### config.mk
export PLATFORM = sky130hd
export DESIGN_NAME = hz_stall_ctrl
export DESIGN_NICKNAME = d
export VERILOG_FILES = /design/src/rtl/hz_pkg.sv /design/src/rtl/hz_detect.sv /design/src/rtl/hz_pc_reg.sv /design/src/rtl/hz_ifid_reg.sv /design/src/rtl/hz_stall_ctrl.sv
export SDC_FILE = /design/constraint.sdc
export NUM_CORES = 1
export LEC_CHECK = 0
export BUFFER_PORTS_ARGS = -buffer_cell sky130_fd_sc_hd__buf_2
export CAP_MARGIN = 40
export CORE_MARGIN = 1
export CORE_UTILIZATION = 44
export DETAILED_ROUTE_END_ITERATION = 16
export PLACE_DENSITY_LB_ADDON = 0.25
export SETUP_SLACK_MARGIN = 0.5
export SLEW_MARGIN = 10
export SYNTH_ARGS = -nofsm -noshare
export SYNTH_HDL_FRONTEND = slang
export SYNTH_SLANG_ARGS = --single-unit
### constraint.sdc
create_clock -name clk_i -period 1.8 [get_ports clk_i]
set_input_delay 0 -clock clk_i [delete_from_list [all_inputs] [get_ports clk_i]]
set_output_delay 0 -clock clk_i [all_outputs]
set_load 0.01 [all_outputs]
### src/rtl/hz_pkg.sv
package hz_pkg;
  typedef enum logic [1:0] {
    PC_HOLD = 2'd0,
    PC_SEQ  = 2'd1,
    PC_JMP  = 2'd2
  } pc_sel_e;

  typedef enum logic [1:0] {
    IFID_HOLD  = 2'd0,
    IFID_LOAD  = 2'd1,
    IFID_CLEAR = 2'd2
  } ifid_sel_e;
endpackage

### src/rtl/hz_detect.sv
module hz_detect #(
  parameter int INSTR_W = 32,
  parameter int REG_AW  = 5,
  parameter int SRC_A_LSB = 21,
  parameter int SRC_B_LSB = 16
) (
  input  logic [INSTR_W-1:0] ifid_instr_i,
  input  logic               ex_mem_read_i,
  input  logic               ex_reg_write_i,
  input  logic [REG_AW-1:0]  ex_dst_i,
  input  logic               id_branch_i,
  output logic               load_use_o,
  output logic               branch_dep_o
);
  localparam int NSRC = 2;

  logic [NSRC-1:0] src_hit;
  logic            dst_live;

  for (genvar g = 0; g < NSRC; g++) begin : g_src
    localparam int LSB = (g == 0) ? SRC_A_LSB : SRC_B_LSB;
    assign src_hit[g] = (ifid_instr_i[LSB +: REG_AW] == ex_dst_i);
  end

  // register 0 is hard-wired, never a real producer
  assign dst_live     = |ex_dst_i;
  assign load_use_o   = ex_mem_read_i & dst_live & (|src_hit);
  assign branch_dep_o = id_branch_i & ex_reg_write_i & dst_live & (|src_hit);
endmodule

### src/rtl/hz_pc_reg.sv
module hz_pc_reg
  import hz_pkg::*;
#(
  parameter int          PC_W     = 32,
  parameter int          STEP     = 4,
  parameter logic [31:0] RESET_PC = 32'h0
) (
  input  logic            clk_i,
  input  logic            rst_ni,
  input  pc_sel_e         sel_i,
  input  logic [PC_W-1:0] target_i,
  output logic [PC_W-1:0] pc_o
);
  logic [PC_W-1:0] pc_q, pc_d;

  always_comb begin
    unique case (sel_i)
      PC_SEQ:  pc_d = pc_q + PC_W'(STEP);
      PC_JMP:  pc_d = target_i;
      default: pc_d = pc_q;
    endcase
  end

  always_ff @(posedge clk_i or negedge rst_ni) begin
    if (!rst_ni) pc_q <= RESET_PC[PC_W-1:0];
    else         pc_q <= pc_d;
  end

  assign pc_o = pc_q;
endmodule

### src/rtl/hz_ifid_reg.sv
module hz_ifid_reg
  import hz_pkg::*;
#(
  parameter int INSTR_W = 32
) (
  input  logic               clk_i,
  input  logic               rst_ni,
  input  ifid_sel_e          sel_i,
  input  logic [INSTR_W-1:0] instr_i,
  output logic [INSTR_W-1:0] instr_o
);
  logic [INSTR_W-1:0] instr_q;

  always_ff @(posedge clk_i or negedge rst_ni) begin
    if (!rst_ni) begin
      instr_q <= '0;
    end else begin
      unique case (sel_i)
        IFID_LOAD:  instr_q <= instr_i;
        IFID_CLEAR: instr_q <= '0;  // all-zero word decodes as no-op
        default:    instr_q <= instr_q;
      endcase
    end
  end

  assign instr_o = instr_q;
endmodule

### src/rtl/hz_stall_ctrl.sv
module hz_stall_ctrl
  import hz_pkg::*;
#(
  parameter int          INSTR_W   = 32,
  parameter int          PC_W      = 32,
  parameter int          REG_AW    = 5,
  parameter int          SRC_A_LSB = 21,
  parameter int          SRC_B_LSB = 16,
  parameter logic [31:0] RESET_PC  = 32'h0
) (
  input  logic               clk_i,
  input  logic               rst_ni,
  input  logic [INSTR_W-1:0] fetch_instr_i,
  input  logic [PC_W-1:0]    redirect_pc_i,
  input  logic               id_branch_i,
  input  logic               id_taken_i,
  input  logic               id_jump_i,
  input  logic               ex_mem_read_i,
  input  logic               ex_reg_write_i,
  input  logic [REG_AW-1:0]  ex_dst_i,
  output logic [PC_W-1:0]    pc_o,
  output logic [INSTR_W-1:0] ifid_instr_o,
  output logic               pc_we_o,
  output logic               ifid_we_o,
  output logic               ctrl_zero_o,
  output logic               if_flush_o
);
  localparam int STEP = INSTR_W / 8;

  logic      load_use, branch_dep, stall, redirect;
  pc_sel_e   pc_sel;
  ifid_sel_e ifid_sel;

  hz_detect #(
    .INSTR_W  (INSTR_W),
    .REG_AW   (REG_AW),
    .SRC_A_LSB(SRC_A_LSB),
    .SRC_B_LSB(SRC_B_LSB)
  ) u_detect (
    .ifid_instr_i  (ifid_instr_o),
    .ex_mem_read_i (ex_mem_read_i),
    .ex_reg_write_i(ex_reg_write_i),
    .ex_dst_i      (ex_dst_i),
    .id_branch_i   (id_branch_i),
    .load_use_o    (load_use),
    .branch_dep_o  (branch_dep)
  );

  assign stall    = load_use | branch_dep;
  assign redirect = id_jump_i | (id_branch_i & id_taken_i);

  // stall beats redirect: branch is re-judged after the bubble
  always_comb begin
    if (stall) begin
      pc_sel   = PC_HOLD;
      ifid_sel = IFID_HOLD;
    end else if (redirect) begin
      pc_sel   = PC_JMP;
      ifid_sel = IFID_CLEAR;
    end else begin
      pc_sel   = PC_SEQ;
      ifid_sel = IFID_LOAD;
    end
  end

  assign pc_we_o     = ~stall;
  assign ifid_we_o   = ~stall;
  assign ctrl_zero_o = stall;
  assign if_flush_o  = (ifid_sel == IFID_CLEAR);

  hz_pc_reg #(
    .PC_W    (PC_W),
    .STEP    (STEP),
    .RESET_PC(RESET_PC)
  ) u_pc (
    .clk_i   (clk_i),
    .rst_ni  (rst_ni),
    .sel_i   (pc_sel),
    .target_i(redirect_pc_i),
    .pc_o    (pc_o)
  );

  hz_ifid_reg #(
    .INSTR_W(INSTR_W)
  ) u_ifid (
    .clk_i  (clk_i),
    .rst_ni (rst_ni),
    .sel_i  (ifid_sel),
    .instr_i(fetch_instr_i),
    .instr_o(ifid_instr_o)
  );

  p_stall_holds_pc_r2: assert property (@(posedge clk_i) disable iff (!rst_ni)
    !pc_we_o |=> pc_o == $past(pc_o));
  p_stall_holds_ifid_r2: assert property (@(posedge clk_i) disable iff (!rst_ni)
    !ifid_we_o |=> $stable(ifid_instr_o));
  p_bubble_with_freeze_r3: assert property (@(posedge clk_i) disable iff (!rst_ni)
    ctrl_zero_o |-> !ifid_we_o && !pc_we_o);
  p_flush_clears_r6: assert property (@(posedge clk_i) disable iff (!rst_ni)
    if_flush_o |=> ifid_instr_o == '0);
  p_flush_target_r6: assert property (@(posedge clk_i) disable iff (!rst_ni)
    if_flush_o |=> pc_o == $past(redirect_pc_i));
  p_stall_over_flush_r7: assert property (@(posedge clk_i) disable iff (!rst_ni)
    (id_jump_i && !pc_we_o) |-> !if_flush_o);
  p_r0_no_stall_r8: assert property (@(posedge clk_i) disable iff (!rst_ni)
    (ex_dst_i == '0) |-> pc_we_o);
  p_seq_advance_r9: assert property (@(posedge clk_i) disable iff (!rst_ni)
    (pc_we_o && !if_flush_o) |=> pc_o == $past(pc_o) + PC_W'(STEP));
endmodule

## Yosys cells after proc, flatten, opt, wreduce, memory -nomap -nowiden

Cells that the tools add are included.

- Flip-flop bits (word level): 64
- Latch bits: 0
- Memory bits (writable): 0
- Bits in read-only memories: 0
- Input port bits: 76
- Logic and storage cells: 23
- Memories kept: 0

- Add/sub/neg operators: 1
- $mul: 0
- Divide/modulo/power cells: 0
- Magnitude comparators: 0
- Eq/ne operators: 4
- Shifts and indexed selects: 0
- Mux-type cells: 4
- Bitwise logic cells: 9
- Reduce and logical (&&, ||, !) cells: 3

Operator list:

| kind | count |
|---|---|
| one-hot mux 32 bit (2 select lines) | 2 |
| adder 32 x 3 -> 32 bit (second input constant) | 1 |
| equality test 5 bit | 2 |
| bitwise AND 1 bit | 6 |
| OR reduction 5 bit | 1 |
| 2-to-1 mux 2 bit | 2 |
| equality test 2 x 1 -> 1 bit (second input constant) | 1 |
| equality test 2 bit (second input constant) | 1 |
| bitwise OR 1 bit | 2 |
| nonzero test 2 bit | 1 |
| OR reduction 2 bit | 1 |
| inverter 1 bit | 1 |

## Longest topological paths before layout

Gate-level depths: netlist of the first run.

- Depth after elaboration: 7
- Gate-level depth with buffers: 7
- Gate-level depth less buffers: 6

## Modules after synthesis

Synthesis of the first run repeated with hierarchy kept, for this count alone.

- Cells, all modules: 410
- Area, all modules: 3632.2 sq um

Modules (own cells, without submodules):

| module | instances | cells each | area each (sq um) | sequential area each (sq um) |
|---|---|---|---|---|
| hz_pc_reg | 1 | 244 | 2075.7 | 800.8 |
| hz_ifid_reg | 1 | 139 | 1373.8 | 800.8 |
| hz_detect | 1 | 21 | 138.9 | 0.0 |
| hz_stall_ctrl | 1 | 6 | 43.8 | 0.0 |

## Least setup slack after synthesis of the first run

No wires, ideal clock.

- Kind: register to register
- From: register u_pc.pc_q[22], in the netlist u_pc.pc_o[22]
- To: register u_pc.pc_q[31], in the netlist u_pc.pc_o[31]
- Setup time: 0.121 ns
- Arrival: 1.659 ns
- Path slack: 0.020 ns
- Stages on the path, launching flop included: 7
- Clock period less this slack: 1.780 ns
- Cell sequence: dfrtp_1 -> clkbuf_2 -> nand4_1 -> nor3_1 -> nand2_1 -> o32a_1 -> o22a_1

- Word-level cells in the longest chain between the ends: 2

RTL lines:

| what | RTL line | source |
|---|---|---|
| from (decl) | hz_pc_reg.sv:14 | `logic [PC_W-1:0] pc_q, pc_d;` |
| from (signal assigned) | hz_pc_reg.sv:25 | `if (!rst_ni) pc_q <= RESET_PC[PC_W-1:0];` |
| from (signal assigned) | hz_pc_reg.sv:26 | `else pc_q <= pc_d;` |
| adder 32 x 3 -> 32 bit | hz_pc_reg.sv:18 | `PC_SEQ: pc_d = pc_q + PC_W'(STEP);` |
| one-hot mux 32 bit (2 select lines) | hz_pc_reg.sv:17 | `unique case (sel_i)` |

No other way between the ends.
A chain may end at the register's enable or synchronous reset.

## Final worst setup path of the first run

- From: register u_ifid.instr_q[18], in the netlist u_ifid.instr_o[18]
- To: output port if_flush_o

- Word-level cells in the longest chain between the ends: 6

RTL lines:

| what | RTL line | source |
|---|---|---|
| from (decl) | hz_ifid_reg.sv:12 | `logic [INSTR_W-1:0] instr_q;` |
| from (signal assigned) | hz_ifid_reg.sv:19 | `IFID_LOAD: instr_q <= instr_i;` |
| from (signal assigned) | hz_ifid_reg.sv:21 | `default: instr_q <= instr_q;` |
| equality test 5 bit (*) | hz_detect.sv:22 | `assign src_hit[g] = (ifid_instr_i[LSB +: REG_AW] == ex_dst_i);` |
| OR reduction 2 bit (*) | hz_detect.sv:27, hz_detect.sv:28 |  |
| bitwise AND 1 bit, on equally long branches | hz_detect.sv:27, hz_detect.sv:28 |  |
| bitwise OR 1 bit (*) | hz_stall_ctrl.sv:49 | `assign stall = load_use \| branch_dep;` |
| 2-to-1 mux 2 bit (*) | hz_stall_ctrl.sv:54 | `if (stall) begin` |
| equality test 2 bit (*) | hz_stall_ctrl.sv:69 | `assign if_flush_o = (ifid_sel == IFID_CLEAR);` |
| to (decl) | hz_stall_ctrl.sv:26 | `output logic if_flush_o` |

Every way passes the cells marked *; elsewhere a longest branch is shown, timed or not.

==> results.md, run 1 <==
* PortBufs at 143
* Compound-Gate Fraction of Synth Area at 26.79%
* Failing checks: setup timing
* Max-slew violations at 0
* Setup_tns at -0.06394 ns
* Clock Tree Buf Depth at 2
* Final Skew at ~0.009 ns
* #FFs+latches synth at 64
* Least-Margin Pin Slew at 0.6603 ns
* Drt wl/cell at between 15 and 20 µm
* Synthesized-area fraction occupied by adder cells at 0.3571%
* FFs w/ async S/R, synth at 100.0%
* Max-Cap Viols at 0
* Area post-placement at 4720 µm²
* Largest family of logic cells by synthesized area: compound AO/OA/AOI/OAI gates
* Pre-CTS WS at roughly 0.085 ns
* Seq/Total Area, Yosys at a little under half
* H-tree Lvls at 3
* Hold path start: redirect_pc_i[12]
* Synth Instances at 401
* CTS tree: built
* Core Area at around 7700 µm²
* TritonRoute pass-1 iters at 5
* GRT overflow at 0
* Number of inserted diodes at 0
* Ys flop type: dfrtp_1
* Placed cell count at around 650
* Final Util at 78.95%
* Worst skew pair latency at 0.37 ns
* Min-delay worst type: input port to flop
* Most frequent cells after synthesis: dfrtp_1 (64), nand2_1 (49), nand3_1 (43)
* DRT iter0 DRCs at approximately 270
* Area contributors post-synth: dfrtp_1 (46%), nand3_1 (6.1%), o21ai_0 (5.3%), nand2_1 (5.3%), a21oi_1 (4.1%)
* DRT antenna net count at 0
* Fmax at ~550 MHz
* Synthesis-to-layout area growth at 74.14%
* Sink Count at 64
* Hold slack at 0.005848 ns
* Vias in the first global route at between 4000 and 5000
* Starting Density at 45.34%
* Row count at 32
* First-pass GRT wire length at 20720 µm
* Synth unique cells at 40
* Syn avg cell area at slightly below 9 µm²
* Crit path kind: flop to output pin
* Cell Count, Final, Fillers Out at 748
* Max rail drop VDD at 0.5838 mV
* Worst-path clk slew at 0.07 ns
* Met2 WL post-DR at around 7000 µm
* Endpoints failing setup at 5
* Via/cell ratio at 5.791
* Total track usage at 32.22%
* Post-synth EDFFs at 0
* RSZ-0062 raised after global routing: yes
* CTS Buf Count at 9
* Rel. slew slack at about 56%
* CP startpoint kind: flop
* Synthesized cell area at 3503 µm²
* Die W at about 90 µm
* Yosys warns at 0
* Fin worst setup slack at -0.03232 ns
* Worst R2R Start: u_ifid.instr_o[18]$_DFFE_PN0P_
* Worst Setup SP: u_ifid.instr_o[18]$_DFFE_PN0P_
* Post-DP HPWL at 7551 µm
* Finished Cell Area at around 6100 µm²
* Root Driver: clkbuf_8
* Layout cells sized above 1 at 46.13%
* Die area at 8323 µm²
* Top Metal Used: met4
* Routability-driven placement congestion ratio at around 0.87
* Total Nets Final at 720
* Met3 WL at 950 µm
* Antenna violations before repair at 0
* Period utilization at 101.8%
* Pleak at 2.761 nW
* Biggest area consumer among synthesized cells: dfrtp_1
* Top-area cell type share of the netlist area at between 40% and 50%
* Power Total at 4.703 mW
* Final Hold Vio Count at 0
* Worst EP required at 1.80 ns
* Critical Path End Type: output pin
* WP data arrival at 1.83 ns
* Crit Path Max Fanout at 5
* IO Pins at 144
* Syn Nets at approximately 480
* Met1 WL at 5286 µm
* Routed wire length at 13680 µm
* Largest net degree at the start of global routing at 65
* DRC errors left at 0
* Post-synthesis mux area share at less than 1%
* Tmin final at between 1.5 and 2 ns
* Post-Synth XOR/XNOR Area at 2.500%
* Die H at 91.23 µm
* Post-Synth Simple-Gate Area at approximately a fifth
* Count leader, synth: dfrtp_1
* Outcome: complete, but fails checks
* Filler instances at 496
* PwrDens at 770.9 nW/µm²
* Detailed-route via count at ~4300
-- state kept, by name, indices dropped and copies added, names as in the netlist --
signal / count
u_ifid.instr_o: 32
u_pc.pc_o: 32
-- cells in the final DEF (no fill, tap or decap), types with 8 or more instances in the layout --
master and instances:
xnor2_1 9, dlygate4sd3_1 42, nand3_1 37, nor2_1 23, buf_12 12, dfrtp_1 59
o22a_1 15, o2bb2a_4 8, a21oi_1 18, clkbuf_8 10, nand2_1 47, o21ai_1 29
a31oi_1 22, a21oi_2 9, buf_6 11, buf_2 139, buf_4 51, o22ai_1 10
-- final timing paths --
kind	end	slack [ns]	depth (start not counted)
max	if_flush_o	-0.03	7
min	u_pc.pc_o[12]$_DFFE_PN0P_	0.006	3
max reg2reg	u_ifid.instr_o[19]$_DFFE_PN0P_	-0.01	8
min reg2reg	u_pc.pc_o[1]$_DFFE_PN0P_	0.51	1
max in group asynchronous	u_pc.pc_o[4]$_DFFE_PN0P_	1.32	3
min in group asynchronous	u_pc.pc_o[25]$_DFFE_PN0P_	0.19	3
-- cell families after synthesis --
logic type,after synthesis
simple gates,142
flops,64
compound gates,144
buf+inv,37
mux,3
xor+xnor,10
fa+ha+maj,1
-- layout make-up --
| cell class | instances | area (µm²) | area share (%) |
|---|---|---|---|
| timing repair buffer | 264 | 2078 | 34.06 |
| multi-input combinational | 300 | 2059 | 33.76 |
| sequential | 64 | 1608 | 26.35 |
| clock buffer | 10 | 137.6 | 2.256 |
| tap | 102 | 127.6 | 2.092 |
| clock inverter | 4 | 70.07 | 1.148 |
| inverter | 4 | 20.02 | 0.3281 |
-- worst max-delay path, cell delays in order (launching register included) --
cell and delay, ns:
dfrtp_1 0.42, xnor2_1 0.19, nand3_1 0.16, o22ai_4 0.21
buf_6 0.17, buf_12 0.12, a21oi_4 0.06, buf_6 0.13
-- report_power, final --
part | total [mW] | internal [mW] | switching, mW
registers | 1.74 | 1.59 | 0.144
clock network | 1.40 | 0.797 | 0.598
logic | 1.57 | 0.789 | 0.781
-- layer usage --
layer,vias to the layer above,track usage [%]
li1,1981,-
met1,2082,39.19
met2,232,53.85
met3,37,8.040
met4,0,14.55
met5,-,0
-- what timing repair did --
item                       in CTS  in global routing
hold buffers                   42                  0
gates resized for setup        24                 42
cloned                          6                  0
setup endpoints to repair      68                 68
pin swaps                      12                 10
setup buffers                  25                  8
hold endpoints to repair      105                  0
Power figures use the tool's default switching activity.
==> run 2: changes to the inputs <==
--- a/config.mk
+++ b/config.mk
@@ -7,10 +7,11 @@
 export LEC_CHECK = 0
 export BUFFER_PORTS_ARGS = -buffer_cell sky130_fd_sc_hd__buf_2
 export CAP_MARGIN = 40
+export CORE_ASPECT_RATIO = 1.75
 export CORE_MARGIN = 1
 export CORE_UTILIZATION = 44
 export DETAILED_ROUTE_END_ITERATION = 16
-export PLACE_DENSITY_LB_ADDON = 0.25
+export PLACE_DENSITY = 0.83
 export SETUP_SLACK_MARGIN = 0.5
 export SLEW_MARGIN = 10
 export SYNTH_ARGS = -nofsm -noshare
==> run 2 against run 1 <==
The flow still finishes with violations (setup timing). Sequential share of layout area barely moved. Non-clock buffer count rose by 1. Clock skew fell by 0.0022 ns. Via count rose by 10%. Count of clock-buffer cells in the layout rose by 2. Cell count fell by 1.6%. Total power rose by 5.5%. Fmax fell by 7.1%. Combinational power barely moved. Flip-flop and latch count did not move. Clock power rose by 16%. Worst setup slack got worse by 0.14 ns. Largest cell class is now multi-input gates. Largest power group unchanged.
==> results.md, run 2 (synthesized netlist as in run 1, its figures left out) <==
* Commonest non-fill, non-tap cells in the layout: buf_2 (139), buf_4 (59), dfrtp_1 (59), nand2_1 (48), dlygate4sd3_1 (38)
* Setup_tns at -0.5347 ns (-0.4708 ns)
* Power Total at 4.963 mW (+5.5%)
* TritonRoute pass-1 iters at 5 (unchanged)
* Capturing point of the worst reg2reg path: u_pc.pc_o[28]$_DFFE_PN0P_
* Final Skew at 0.006765 ns (-0.002179 ns)
* CTS Buf Count at 9 (unchanged)
* Sink Count at 64 (unchanged)
* Antenna violations before repair at 0 (unchanged)
* Drt wl/cell at 22.91 µm (+25%)
* Crit path to: u_pc.pc_o[28]$_DFFE_PN0P_
* Worst R2R Start: u_pc.pc_o[2]$_DFFE_PN0P_
* Starting Density at 45.98% (+0.64 points)
* Hold slack at 0.009487 ns (+0.003640 ns)
* DRC errors left at 0 (unchanged)
* CTS tree: built
* Root Driver: clkbuf_16
* Final Util at 80.02% (+1.1 points)
* Period utilization at 109.6% (+7.8 points)
* Least-Margin Pin Slew at 0.5887 ns (-0.07162 ns)
* Die W at 69.45 µm (-24%)
* Clock Tree Buf Depth at 2 (unchanged)
* PortBufs at 143 (unchanged)
* Endpoints failing setup at 10 (+5)
* Crit Path Max Fanout at 5 (unchanged)
* R2r setup slk at -0.17 ns (-0.16 ns)
* Cell Int Power at 3.336 mW (+4.9%)
* Tmin final at 1.973 ns (+0.1408 ns)
* Largest net degree at the start of global routing at 40 (-38%)
* Layout cells sized above 1 at 49.07% (+2.9 points)
* DRT iter0 DRCs at 517 (+92%)
* Critical Path End Type: flop
* R2R depth at 7 (-1)
* Crit path kind: flop to flop
* Area post-placement at 4634 µm² (-1.8%)
* Worst Setup SP: u_pc.pc_o[2]$_DFFE_PN0P_
* Rel. slew slack at 60.76% (+4.8 points)
* Via/cell ratio at 6.496 (+12%)
* Total Nets Final at 721 (+0.14%)
* Max-slew violations at 0 (unchanged)
* First-pass GRT wire length at 22650 µm (+9.3%)
* Row count at 42 (+31%)
* DRT antenna net count at 0 (unchanged)
* Final Hold Vio Count at 0 (unchanged)
* Failing checks: setup timing
* PwrDens at 814.0 nW/µm² (+5.6%)
* Pleak at 2.777 nW (+0.57%)
* Fmax at 506.8 MHz (-7.1%)
* Met3 WL at 1495 µm (+57%)
* Met2 WL post-DR at 8354 µm (+18%)
* Top Metal Used: met4
* Outcome: complete, but fails checks
* IO Pins at 144 (unchanged)
* Die H at 120.0 µm (+32%)
* Fin worst setup slack at -0.1731 ns (-0.1408 ns)
* Post-DP HPWL at 8314 µm (+10%)
* Vias in the first global route at 4565 (+8.9%)
* Die area at 8337 µm² (+0.17%)
* CP startpoint kind: flop
* RSZ-0062 raised after global routing: yes
* Met1 WL at 5679 µm (+7.4%)
* Number of inserted diodes at 0 (unchanged)
* Routed wire length at 16860 µm (+23%)
* Total track usage at 35.07% (+2.9 points)
* Net Sw Frac at 32.78% (+0.39 points)
* Pre-CTS WS at 0.04568 ns (-0.03981 ns)
* Max rail drop VDD at 0.7197 mV (+23%)
* Comb power frac at 31.8% (-1.6 points)
* Cell Count, Final, Fillers Out at 736 (-1.6%)
* Reg power frac at 35.3% (-1.6 points)
* Min-delay worst type: input port to flop
* Sw Pwr at 1.627 mW (+6.8%)
* Finished Cell Area at 6097 µm² (about the same)
* GRT overflow at 0 (unchanged)
* Core Area at 7620 µm² (-1.4%)
* Synthesis-to-layout area growth at 74.04% (about the same)
* Commonest non-fill, non-tap cell in the layout: buf_2
* Routability-driven placement congestion ratio at 0.9020 (+4.1%)
* Placed cell count at 635 (-2.8%)
* Detailed-route via count at 4781 (+10%)
* WP data arrival at 2.20 ns (+0.37 ns)
* Worst-path clk slew at 0.05 ns (-0.02 ns)
* Worst EP required at 2.03 ns (+0.23 ns)
* Clock power share at 32.8% (+3.1 points)
* Max-Cap Viols at 0 (unchanged)
* H-tree Lvls at 3 (unchanged)
* Worst skew pair latency at 0.34 ns (-0.03 ns)
run 2: cell count changes in the layout (fill, tap and decap cells not counted), sizes merged, moves of 2 or more:
cell	change
buf	+4
clkbuf	+4
dlygate4sd3	-4
bufinv	-2
run 2: cell type report:
class	instances	area (µm²)
Sequential cell	64	1608
Multi-Input combinational cell	300	2064
Inverter	4	17.52
Tap cell	88	110.1
Clock buffer	12	256.5
Clock inverter	3	17.52
Timing Repair Buffer	265	2023
Fill cell	400	1523
run 2: routing by layer:
metal	up-vias	global-route usage (%)
met5	-	0
met4	0	24.62
met3	129	6.465
met2	412	61.04
met1	2261	37.70
li1	1979	-
run 2: power groups by stage:
| stage | Clock [mW] | Combinational (mW) | Sequential (mW) |
|---|---|---|---|
| CTS | 1.61 | 1.35 | 1.74 |
| global placement | 0 | 1.09 | 1.76 |
| finish | 1.63 | 1.58 | 1.75 |
| floorplan | 0 | 0.543 | 1.83 |
| detailed placement | 0 | 1.12 | 1.77 |
| global route | 1.68 | 1.66 | 1.76 |
run 2: what timing repair did:
action | 4_1_cts | 5_1_grt
endpoints found under the setup margin | 68 | 68
buffers inserted | 28 | 12
pin swaps | 4 | 15
gates cloned | 6 | 2
resized for setup | 21 | 52
hold endpoints to repair | 101 | 0
hold buffers | 38 | 0
run 2: worst max-delay path: stages, from the launching register on:
cell	delay [ns]
dfrtp_1	0.38
ha_2	0.24
inv_1	0.09
nor2_2	0.24
nand4_1	0.21
buf_4	0.23
o22ai_1	0.21
o2bb2a_2	0.25
run 2: worst min-delay path by stage:
| stage | start | cells past startpoint | slack (ns) | end |
|---|---|---|---|---|
| after global placement | rst_ni | 2 | 0.02 | u_pc.pc_o[5]$_DFFE_PN0P_ |
| after global routing | redirect_pc_i[15] | 3 | 0.04 | u_pc.pc_o[15]$_DFFE_PN0P_ |
| after detailed placement | rst_ni | 2 | 0.03 | u_pc.pc_o[0]$_DFFE_PN0P_ |
| after CTS | redirect_pc_i[26] | 4 | 0.009 | u_pc.pc_o[26]$_DFFE_PN0P_ |
| final | redirect_pc_i[15] | 3 | 0.009 | u_pc.pc_o[15]$_DFFE_PN0P_ |
| after floorplan | rst_ni | 0 | -0.30 | u_ifid.instr_o[0]$_DFFE_PN0P_ |
